==> config.mk <==
export PLATFORM = sky130hd
export DESIGN_NAME = lsm_addr_seq
export DESIGN_NICKNAME = d
export VERILOG_FILES = /design/src/rtl/lsm_pkg.sv /design/src/rtl/lsm_popcnt.sv /design/src/rtl/lsm_lowbit.sv /design/src/rtl/lsm_addr_plan.sv /design/src/rtl/lsm_addr_seq.sv
export SDC_FILE = /design/constraint.sdc
export NUM_CORES = 1
export LEC_CHECK = 0
export ABC_CLOCK_PERIOD_IN_PS = 2590
export BUFFER_PORTS_ARGS = -buffer_cell sky130_fd_sc_hd__buf_4
export CORE_ASPECT_RATIO = 0.8
export CORE_MARGIN = 2
export CORE_UTILIZATION = 46
export CTS_BUF_LIST = sky130_fd_sc_hd__clkbuf_8
export CTS_CLUSTER_SIZE = 16
export DETAILED_ROUTE_END_ITERATION = 10
export GPL_TIMING_DRIVEN = 0
export PLACE_DENSITY = 0.69
export SETUP_SLACK_MARGIN = 0.02
export SLEW_MARGIN = 5
export SYNTH_ARGS = -nofsm -noshare
export SYNTH_HDL_FRONTEND = slang
export SYNTH_HIERARCHICAL = 1
export SYNTH_SLANG_ARGS = --single-unit
==> constraint.sdc <==
create_clock -name clk_i -period 2.59 [get_ports clk_i]
set_clock_uncertainty 0.1 [all_clocks]
set_input_delay 0.3885 -clock clk_i [delete_from_list [all_inputs] [get_ports clk_i]]
set_output_delay 0.3885 -clock clk_i [all_outputs]
set_load 0.005 [all_outputs]
==> src/rtl/lsm_pkg.sv <==
package lsm_pkg;
  localparam int unsigned STEP_BYTES = 4;
  typedef enum logic [1:0] {
    ST_IDLE = 2'd0,
    ST_RUN  = 2'd1,
    ST_DONE = 2'd2
  } seq_state_e;
endpackage

==> src/rtl/lsm_popcnt.sv <==
module lsm_popcnt #(
  parameter int N  = 16,
  localparam int CW = $clog2(N + 1)
) (
  input  logic [N-1:0]  vec_i,
  output logic [CW-1:0] cnt_o
);
  always_comb begin
    cnt_o = '0;
    for (int i = 0; i < N; i++) cnt_o = cnt_o + CW'(vec_i[i]);
  end
endmodule

==> src/rtl/lsm_lowbit.sv <==
module lsm_lowbit #(
  parameter int N  = 16,
  localparam int IW = $clog2(N)
) (
  input  logic [N-1:0]  vec_i,
  output logic [IW-1:0] idx_o,
  output logic          any_o
);
  // scan downward so the lowest set bit wins
  always_comb begin
    idx_o = '0;
    any_o = 1'b0;
    for (int i = N - 1; i >= 0; i--) begin
      if (vec_i[i]) begin
        idx_o = IW'(i);
        any_o = 1'b1;
      end
    end
  end
endmodule

==> src/rtl/lsm_addr_plan.sv <==
module lsm_addr_plan
  import lsm_pkg::*;
#(
  parameter int AW = 32,
  parameter int CW = 5
) (
  input  logic [AW-1:0] base_i,
  input  logic [CW-1:0] cnt_i,
  input  logic          pre_i,
  input  logic          up_i,
  output logic [AW-1:0] first_o,
  output logic [AW-1:0] wb_o
);
  localparam logic [AW-1:0] STEP = AW'(STEP_BYTES);
  logic [AW-1:0] span;

  always_comb begin
    span = AW'(cnt_i) * STEP;
    if (up_i) begin
      wb_o    = base_i + span;
      first_o = pre_i ? base_i + STEP : base_i;
    end else begin
      wb_o    = base_i - span;
      // lowest register at lowest address: block starts at the bottom
      first_o = pre_i ? wb_o : wb_o + STEP;
    end
  end
endmodule

==> src/rtl/lsm_addr_seq.sv <==
module lsm_addr_seq
  import lsm_pkg::*;
#(
  parameter int AW   = 32,
  parameter int NREG = 16,
  localparam int IW  = $clog2(NREG),
  localparam int CW  = $clog2(NREG + 1)
) (
  input  logic            clk_i,
  input  logic            rst_ni,
  input  logic            start_i,
  input  logic [AW-1:0]   base_i,
  input  logic [NREG-1:0] reg_list_i,
  input  logic            pre_i,
  input  logic            up_i,
  input  logic            load_i,
  input  logic            mem_ready_i,
  output logic            mem_req_o,
  output logic [AW-1:0]   mem_addr_o,
  output logic            mem_we_o,
  output logic [IW-1:0]   reg_idx_o,
  output logic            busy_o,
  output logic            done_o,
  output logic [AW-1:0]   wb_base_o
);
  localparam logic [AW-1:0] STEP = AW'(STEP_BYTES);

  seq_state_e      state_q;
  logic [NREG-1:0] pend_q, pend_nxt;
  logic [AW-1:0]   addr_q, wb_q, first_addr, wb_calc;
  logic            we_q;
  logic [CW-1:0]   cnt;
  logic [IW-1:0]   cur_idx;
  logic            cur_any;

  lsm_popcnt #(.N(NREG)) u_cnt (.vec_i(reg_list_i), .cnt_o(cnt));

  lsm_addr_plan #(.AW(AW), .CW(CW)) u_plan (
    .base_i (base_i),
    .cnt_i  (cnt),
    .pre_i  (pre_i),
    .up_i   (up_i),
    .first_o(first_addr),
    .wb_o   (wb_calc)
  );

  lsm_lowbit #(.N(NREG)) u_low (.vec_i(pend_q), .idx_o(cur_idx), .any_o(cur_any));

  always_comb begin
    pend_nxt = pend_q;
    if (cur_any) pend_nxt[cur_idx] = 1'b0;
  end

  always_ff @(posedge clk_i or negedge rst_ni) begin
    if (!rst_ni) begin
      state_q <= ST_IDLE;
      pend_q  <= '0;
      addr_q  <= '0;
      we_q    <= 1'b0;
      wb_q    <= '0;
    end else begin
      unique case (state_q)
        ST_IDLE: if (start_i) begin
          pend_q  <= reg_list_i;
          addr_q  <= first_addr;
          we_q    <= ~load_i;
          wb_q    <= wb_calc;
          state_q <= (reg_list_i == '0) ? ST_DONE : ST_RUN;
        end
        ST_RUN: if (mem_ready_i) begin
          pend_q <= pend_nxt;
          addr_q <= addr_q + STEP;
          if (pend_nxt == '0) state_q <= ST_DONE;
        end
        ST_DONE: state_q <= ST_IDLE;
        default: state_q <= ST_IDLE;
      endcase
    end
  end

  assign mem_req_o  = (state_q == ST_RUN);
  assign mem_addr_o = addr_q;
  assign mem_we_o   = mem_req_o & we_q;
  assign reg_idx_o  = cur_idx;
  assign busy_o     = (state_q != ST_IDLE);
  assign done_o     = (state_q == ST_DONE);
  assign wb_base_o  = wb_q;

  AST_ADDR_CLIMB: assert property (@(posedge clk_i) disable iff (!rst_ni)
    (mem_req_o && mem_ready_i) |=> (!mem_req_o || mem_addr_o == $past(mem_addr_o) + STEP));
  AST_IDX_CLIMB: assert property (@(posedge clk_i) disable iff (!rst_ni)
    (mem_req_o && mem_ready_i) |=> (!mem_req_o || reg_idx_o > $past(reg_idx_o)));
  AST_STALL_HOLD: assert property (@(posedge clk_i) disable iff (!rst_ni)
    (mem_req_o && !mem_ready_i) |=> (mem_req_o && $stable(mem_addr_o) && $stable(reg_idx_o)));
  AST_WE_STEADY: assert property (@(posedge clk_i) disable iff (!rst_ni)
    (mem_req_o && mem_ready_i) |=> (!mem_req_o || $stable(mem_we_o)));
  AST_DONE_PULSE: assert property (@(posedge clk_i) disable iff (!rst_ni)
    done_o |=> !done_o);
  AST_START_IGNORED: assert property (@(posedge clk_i) disable iff (!rst_ni)
    (busy_o && start_i) |=> $stable(wb_base_o));
endmodule

==> results of run 1 <==
[repair_timing]
item                                    in CTS  in global routing
hold buffers                                 0                  0
gates resized for setup                    143                116
endpoints found under the setup margin      67                 80
setup buffers                               83                 51
pin swaps                                   84                100
[cell usage after synthesis (all sizes together) (3+ instances only)]
cell type / n
nand2: 205
xor2: 35
o22ai: 18
nor4: 29
and4: 9
inv: 53
o221a: 4
nand4: 21
a211oi: 7
or2: 7
o31ai: 9
a32oi: 3
or3: 9
o21a: 3
nor3: 34
and3: 20
mux2i: 23
fa: 12
ha: 18
nand2b: 8
a21o: 11
buf: 28
dfrtp: 83
a31oi: 15
a2bb2oi: 3
xnor2: 57
a21boi: 4
nor3b: 5
o32ai: 5
or4: 8
nor2b: 7
o31a: 3
o21ai: 75
clkbuf: 49
nor2: 83
nand3b: 5
nand3: 43
nor4b: 3
and2: 6
a21oi: 57
[metal layers]
metal  vias to the layer above  share of wire, %
li1                       4359                 -
met5                         -                 0
met1                      4720                42
met4                         0               3.1
met2                       724                43
met3                       115                13
[logic make-up after synthesis]
kind of cell             count (synthesis)  synth area share [%]
AND/OR/NAND/NOR                        504                  31.3
flip-flops                              83                  24.9
AO/OA/AOI/OAI                          240                  18.7
multiplexers                            25                  3.16
adder cells (fa/ha/maj)                 30                  5.58
XOR/XNOR                                92                  9.75
buffers and inverters                  130                  6.70
[cells in the final DEF, fill, tap and decap left out, types with 12 or more instances in the layout]
| master | Yosys | layout |
|---|---|---|
| nor2_1 | 81 | 70 |
| o21ai_1 | 6 | 21 |
| nand4_1 | 19 | 19 |
| nor3_1 | 30 | 18 |
| buf_4 | 5 | 188 |
| nor4_4 | 4 | 12 |
| o22ai_1 | 18 | 13 |
| a21oi_1 | 54 | 43 |
| nand3_1 | 43 | 36 |
| clkbuf_1 | 49 | 44 |
| dfrtp_1 | 83 | 73 |
| buf_6 | 5 | 44 |
| inv_1 | 52 | 31 |
| xor2_1 | 35 | 30 |
| o21ai_0 | 68 | 42 |
| xnor2_1 | 56 | 42 |
| mux2i_1 | 23 | 20 |
| nand2_1 | 203 | 196 |
| xnor2_2 | 1 | 14 |
| and3_1 | 20 | 15 |
| inv_2 | 1 | 17 |
| a31oi_1 | 15 | 14 |
[worst max-delay path by stage]
stage,start,endpoint,slack (ps)
floorplan,reg_list_i[5],mem_addr_o[26],-3630
global placement,reg_list_i[5],mem_addr_o[20],-4370
detailed placement,reg_list_i[5],mem_addr_o[20],-4480
CTS,reg_list_i[11],mem_addr_o[22],-3610
global route,reg_list_i[3],mem_addr_o[26],-3880
finish,reg_list_i[3],mem_addr_o[26],-3690
[sequential cells by signal (all words and copies together), names as in the netlist]
name and flops:
state_q 2, wb_base_o 32, we_q 1, mem_addr_o 32
pend_q 16
[metrics by stage]
step	utilization, %	hold slack (ps)	total power [uW]	setup TNS [ps]	worst slack [ps]
after global routing	67.2	39.3	13200	-178850	-3880
after floorplan	-	-7.09	6520	-158520	-3630
after global placement	54.7	361	8510	-194460	-4370
after detailed placement	54.7	363	8600	-198330	-4480
after CTS	63.0	36.0	11200	-165450	-3610
final	67.2	41.7	12600	-168880	-3690
[power breakdown]
part	leakage, uW	total [uW]	internal [uW]	switching (uW)
Sequential	0.00106	2580	1860	718
Clock	0.0000886	976	364	612
Combinational	0.00402	9020	4370	4650
Total	0.00516	12600	6590	5980
[cell type report]
cell class                      instances  area [um2]
Multi-Input combinational cell        891        7000
Fill cell                            1458        5880
Sequential cell                        83        2090
Timing Repair Buffer                  225        1900
Buffer                                 73         384
Tap cell                              230         288
Inverter                               53         221
Clock buffer                            9         124
Clock inverter                          7        57.6
[critical path, cell delays in order]
cell and delay, ps:
buf_8 80, inv_4 30, fa_1 570, fa_2 470, fa_2 540, fa_1 420
inv_2 70, ha_4 130, inv_2 30, fa_2 360, nor2b_1 130, o21a_1 190
inv_2 70, ha_4 170, or4_4 460, nor3_4 270, and3_1 260, buf_6 150
and3_4 200, o31ai_4 130, buf_6 170, or4_4 490, nor2_4 130, xor2_1 150
o21ai_1 100, o221a_2 310
==> flow_summary.toml, run 1 <==
[global_routing]
grt_usage_pct = 33.1
grt_use_met3_pct = 10.0
gr-total-overflow = 0
grtUsageMet1_pct = 49.2
grt_pass1_vias = 8767
grt_start_max_net_pins = 84
top_usage_layer = "met1"
antenna_found_initial = 0
grt_pass1_wl_um = 50000
met2_usage_pct = 46.2

[worst_setup_path]
arrival_ps = 6490
start_kind = "input pin"
endpoint_kind = "flip-flop"
path_class = "in2reg"
regToRegSetupSlack_ps = -100
critPathMaxFanout = 6
regToRegEndpoint = "state_q[1]"
crit_required_ps = 2790
r2r-start = "pend_q[14]"
reg2regPathDepth = 10

[clock_tree]
cts_buffers = 9
clkLatencyLatePin_ps = 410
clock_path_buffers = 2
clockRootBuffer = "clkbuf_8"
clkSinkCount = 83
h-tree-depth = 3
clk_pin_slew_ps = 100
cts_tree = "built"

[routing]
post_drt_wl_per_cell_um = 21.7
vias_per_cell = 6.31
vias = 9918
drc_errors = 0
drt_iter0_markers = 1273
first_pass_iters = 6
drtAntennaViolNets = 0
wirelength_um = 34100

[timing]
tightest_slew_ps = 1150
fin_crit_ps = 6280
worst_slack_ps = -3690
slew_viol_final = 0
hold_viol = 0
setup_viol = 62
fin_crit_sh_pct = 243
rsz0062_at_grt = "true"
fmax_mhz = 159
slew_headroom_pct = 23.2

[logic_synthesis]
ys_warn_count = 6
syn_inst = 1104
async_flop_share_pct = 100
synth-seq-area-share_pct = 24.9
avgSynthCellArea_um2 = 7.56
syn_nets = 1189
synth_flop_cell = "dfrtp_1"
synth_area_leaders = "dfrtp_1 25%, nand2_1 9.1%, xnor2_1 5.9%"
synth_edf_count = 0
syn_area_um2 = 8340
synth_cell_types = 85
yosysTopAreaCell = "dfrtp_1"
synth_top_area_share_pct = 24.9
ys_ff_latch = 83

[cells_and_area]
drive_gt1_share_pct = 37.5
diodes = 0
nets = 1421
synthToLayoutAreaGrowth_pct = 44.6
stdcell_count = 1571
final_area_um2 = 12100

[floorplan]
die_w_um = 155
core_area_um2 = 17900
initial_core_util_pct = 46.5
io_pins = 127
dieArea_um2 = 19200
rows = 44
die_height_um = 124

[hold_path]
whs_path_depth = 2
hold_path_end = "we_q"
hold_start = "load_i"
hold_path.class = "in2reg"

[status]
outcome = "finished, violations left"
failed_checks = "negative setup slack"

[power]
ir_drop_mv = 1.34
p_leak_uw = 0.00516
p_per_area_nw_per_um2 = 1040

[placed_design]
globalplace.congestion = 1.05
placedCellCount = 1441
portBuffers = 107
post_dp_cell_area_um2 = 9820
hpwl_um = 22500

[run]
drv_cap = 0
(Power assumes the default switching activity.)
==> run 2: changes to the inputs <==
Settings changed: ABC_CLOCK_PERIOD_IN_PS 2590 to 5650.
Clock period 2.59 ns to 5.65 ns, I/O delays scaled along.
==> flow_summary.toml, run 2 (synthesized netlist as in run 1, its figures left out) <==
[status]
outcome = "finished, violations left"
failed_checks = "negative setup slack"

[routing]
post_drt_wl_per_cell_um = 21.5
first_pass_iters = 5
wirelength_um = 33100
drc_errors = 0
vias_per_cell = 6.22
vias = 9563
drt_iter0_markers = 1484
drtAntennaViolNets = 0

[timing]
hold_viol = 0
worst_slack_ps = -1030
fin_crit_sh_pct = 118
setup_viol = 37
slew_viol_final = 0
fin_crit_ps = 6680
rsz0062_at_grt = "true"
fmax_mhz = 150
tightest_slew_ps = 1160
slew_headroom_pct = 22.5

[placed_design]
portBuffers = 107
globalplace.congestion = 0.969
post_dp_cell_area_um2 = 9680
hpwl_um = 22500
post-place-ws_ps = -1750
placedCellCount = 1441

[clock_tree]
clockRootBuffer = "clkbuf_8"
clk_pin_slew_ps = 100
hold_buffers = 0
h-tree-depth = 3
cts_tree = "built"
cts_buffers = 9
clkSinkCount = 83
clkLatencyLatePin_ps = 420
clock_path_buffers = 2

[cells_and_area]
drive_gt1_share_pct = 31.2
diodes = 0
stdcell_count = 1538
mostFrequentLayoutCell = "nand2_1"
nets = 1388
fin_util_pct = 63.7
final_cell_mix = "197 x nand2_1, 161 x buf_4, 83 x dfrtp_1"
synthToLayoutAreaGrowth_pct = 36.9
final_area_um2 = 11400

[global_routing]
grt_pass1_vias = 8731
grt_pass1_wl_um = 49600
gr-total-overflow = 0
antenna_found_initial = 0
grt_start_max_net_pins = 84
grt_usage_pct = 33.2

[power]
p_per_area_nw_per_um2 = 475
ir_drop_mv = 0.771
p_leak_uw = 0.00488

[floorplan]
die_height_um = 124
io_pins = 127
rows = 44
core_area_um2 = 17900
die_w_um = 155
initial_core_util_pct = 46.5
dieArea_um2 = 19200

[worst_setup_path]
start_kind = "input pin"
endpoint_kind = "flip-flop"
arrival_ps = 6900
path_class = "in2reg"
critPathMaxFanout = 6
crit_required_ps = 5870

[hold_path]
hold_path.class = "reg2reg"

[run]
drv_cap = 0
==> run 2: layer usage <==
metal	part of all wire [%]	vias to the layer above	GRT usage [%]
li1	-	4279	-
met1	43	4551	49.7
met2	42	623	46.6
met3	12	110	8.04
met4	3.2	0	10.7
met5	0	-	0
==> run 2: worst max-delay path, cell delays in order <==
cell and delay [ps]:
buf_4 120, inv_1 70, fa_1 440, fa_1 500
fa_2 550, fa_1 420, inv_2 80, ha_4 140
inv_2 40, fa_2 360, nor2b_1 140, o21a_1 190
inv_2 60, ha_4 170, nor4_4 320, nand2_2 190
or4_4 550, or3_4 380, xor2_4 180, nor4_4 350
mux2i_1 230, nor2_1 70, xnor2_1 220, nor2_1 90
a211oi_2 200
==> run 2: repair_timing <==
item	4_1_cts	5_1_grt
endpoints found under the setup margin	41	48
buffers inserted	58	28
gates resized for setup	96	101
gates cloned	1	0
pin swaps	81	66
endpoints found under the hold margin	0	0
==> run 2: path summary, 6_finish.rpt <==
kind                                 from        endpoint  slack (ps)  cells past startpoint
min in group asynchronous          rst_ni      pend_q[11]         540                      1
max in group asynchronous          rst_ni    wb_base_o[9]        4200                      1
hold reg to reg             wb_base_o[22]   wb_base_o[22]         370                      2
setup / recovery           reg_list_i[13]  mem_addr_o[29]       -1030                     25
hold / removal              wb_base_o[22]   wb_base_o[22]         370                      2
setup reg to reg                pend_q[7]      state_q[1]        2480                      7
==> run 2: report_power, final <==
part	leakage, uW	internal (uW)	switching (uW)
logic	0.00372	1790	2050
clock network	0.0000922	172	286
registers	0.00107	846	293
==> run 2: through the flow <==
step	total power (uW)	hold WS, ps	TNS, ps
4_1_cts	4850	388	-18890
3_5_place_dp	3860	364	-46770
6_report	5430	373	-21520
3_3_place_gp	3820	360	-44800
5_1_grt	5780	394	-28040
2_1_floorplan	2910	370	-16840
==> run 2: area by class of cell <==
| cell class | instances | area, um2 |
|---|---|---|
| clock buffer | 9 | 124 |
| multi-input combinational | 892 | 6710 |
| fill | 1575 | 6520 |
| buffer | 74 | 370 |
| timing repair buffer | 190 | 1580 |
| tap | 230 | 288 |
| clock inverter | 7 | 66.3 |
| inverter | 53 | 216 |
| sequential | 83 | 2080 |
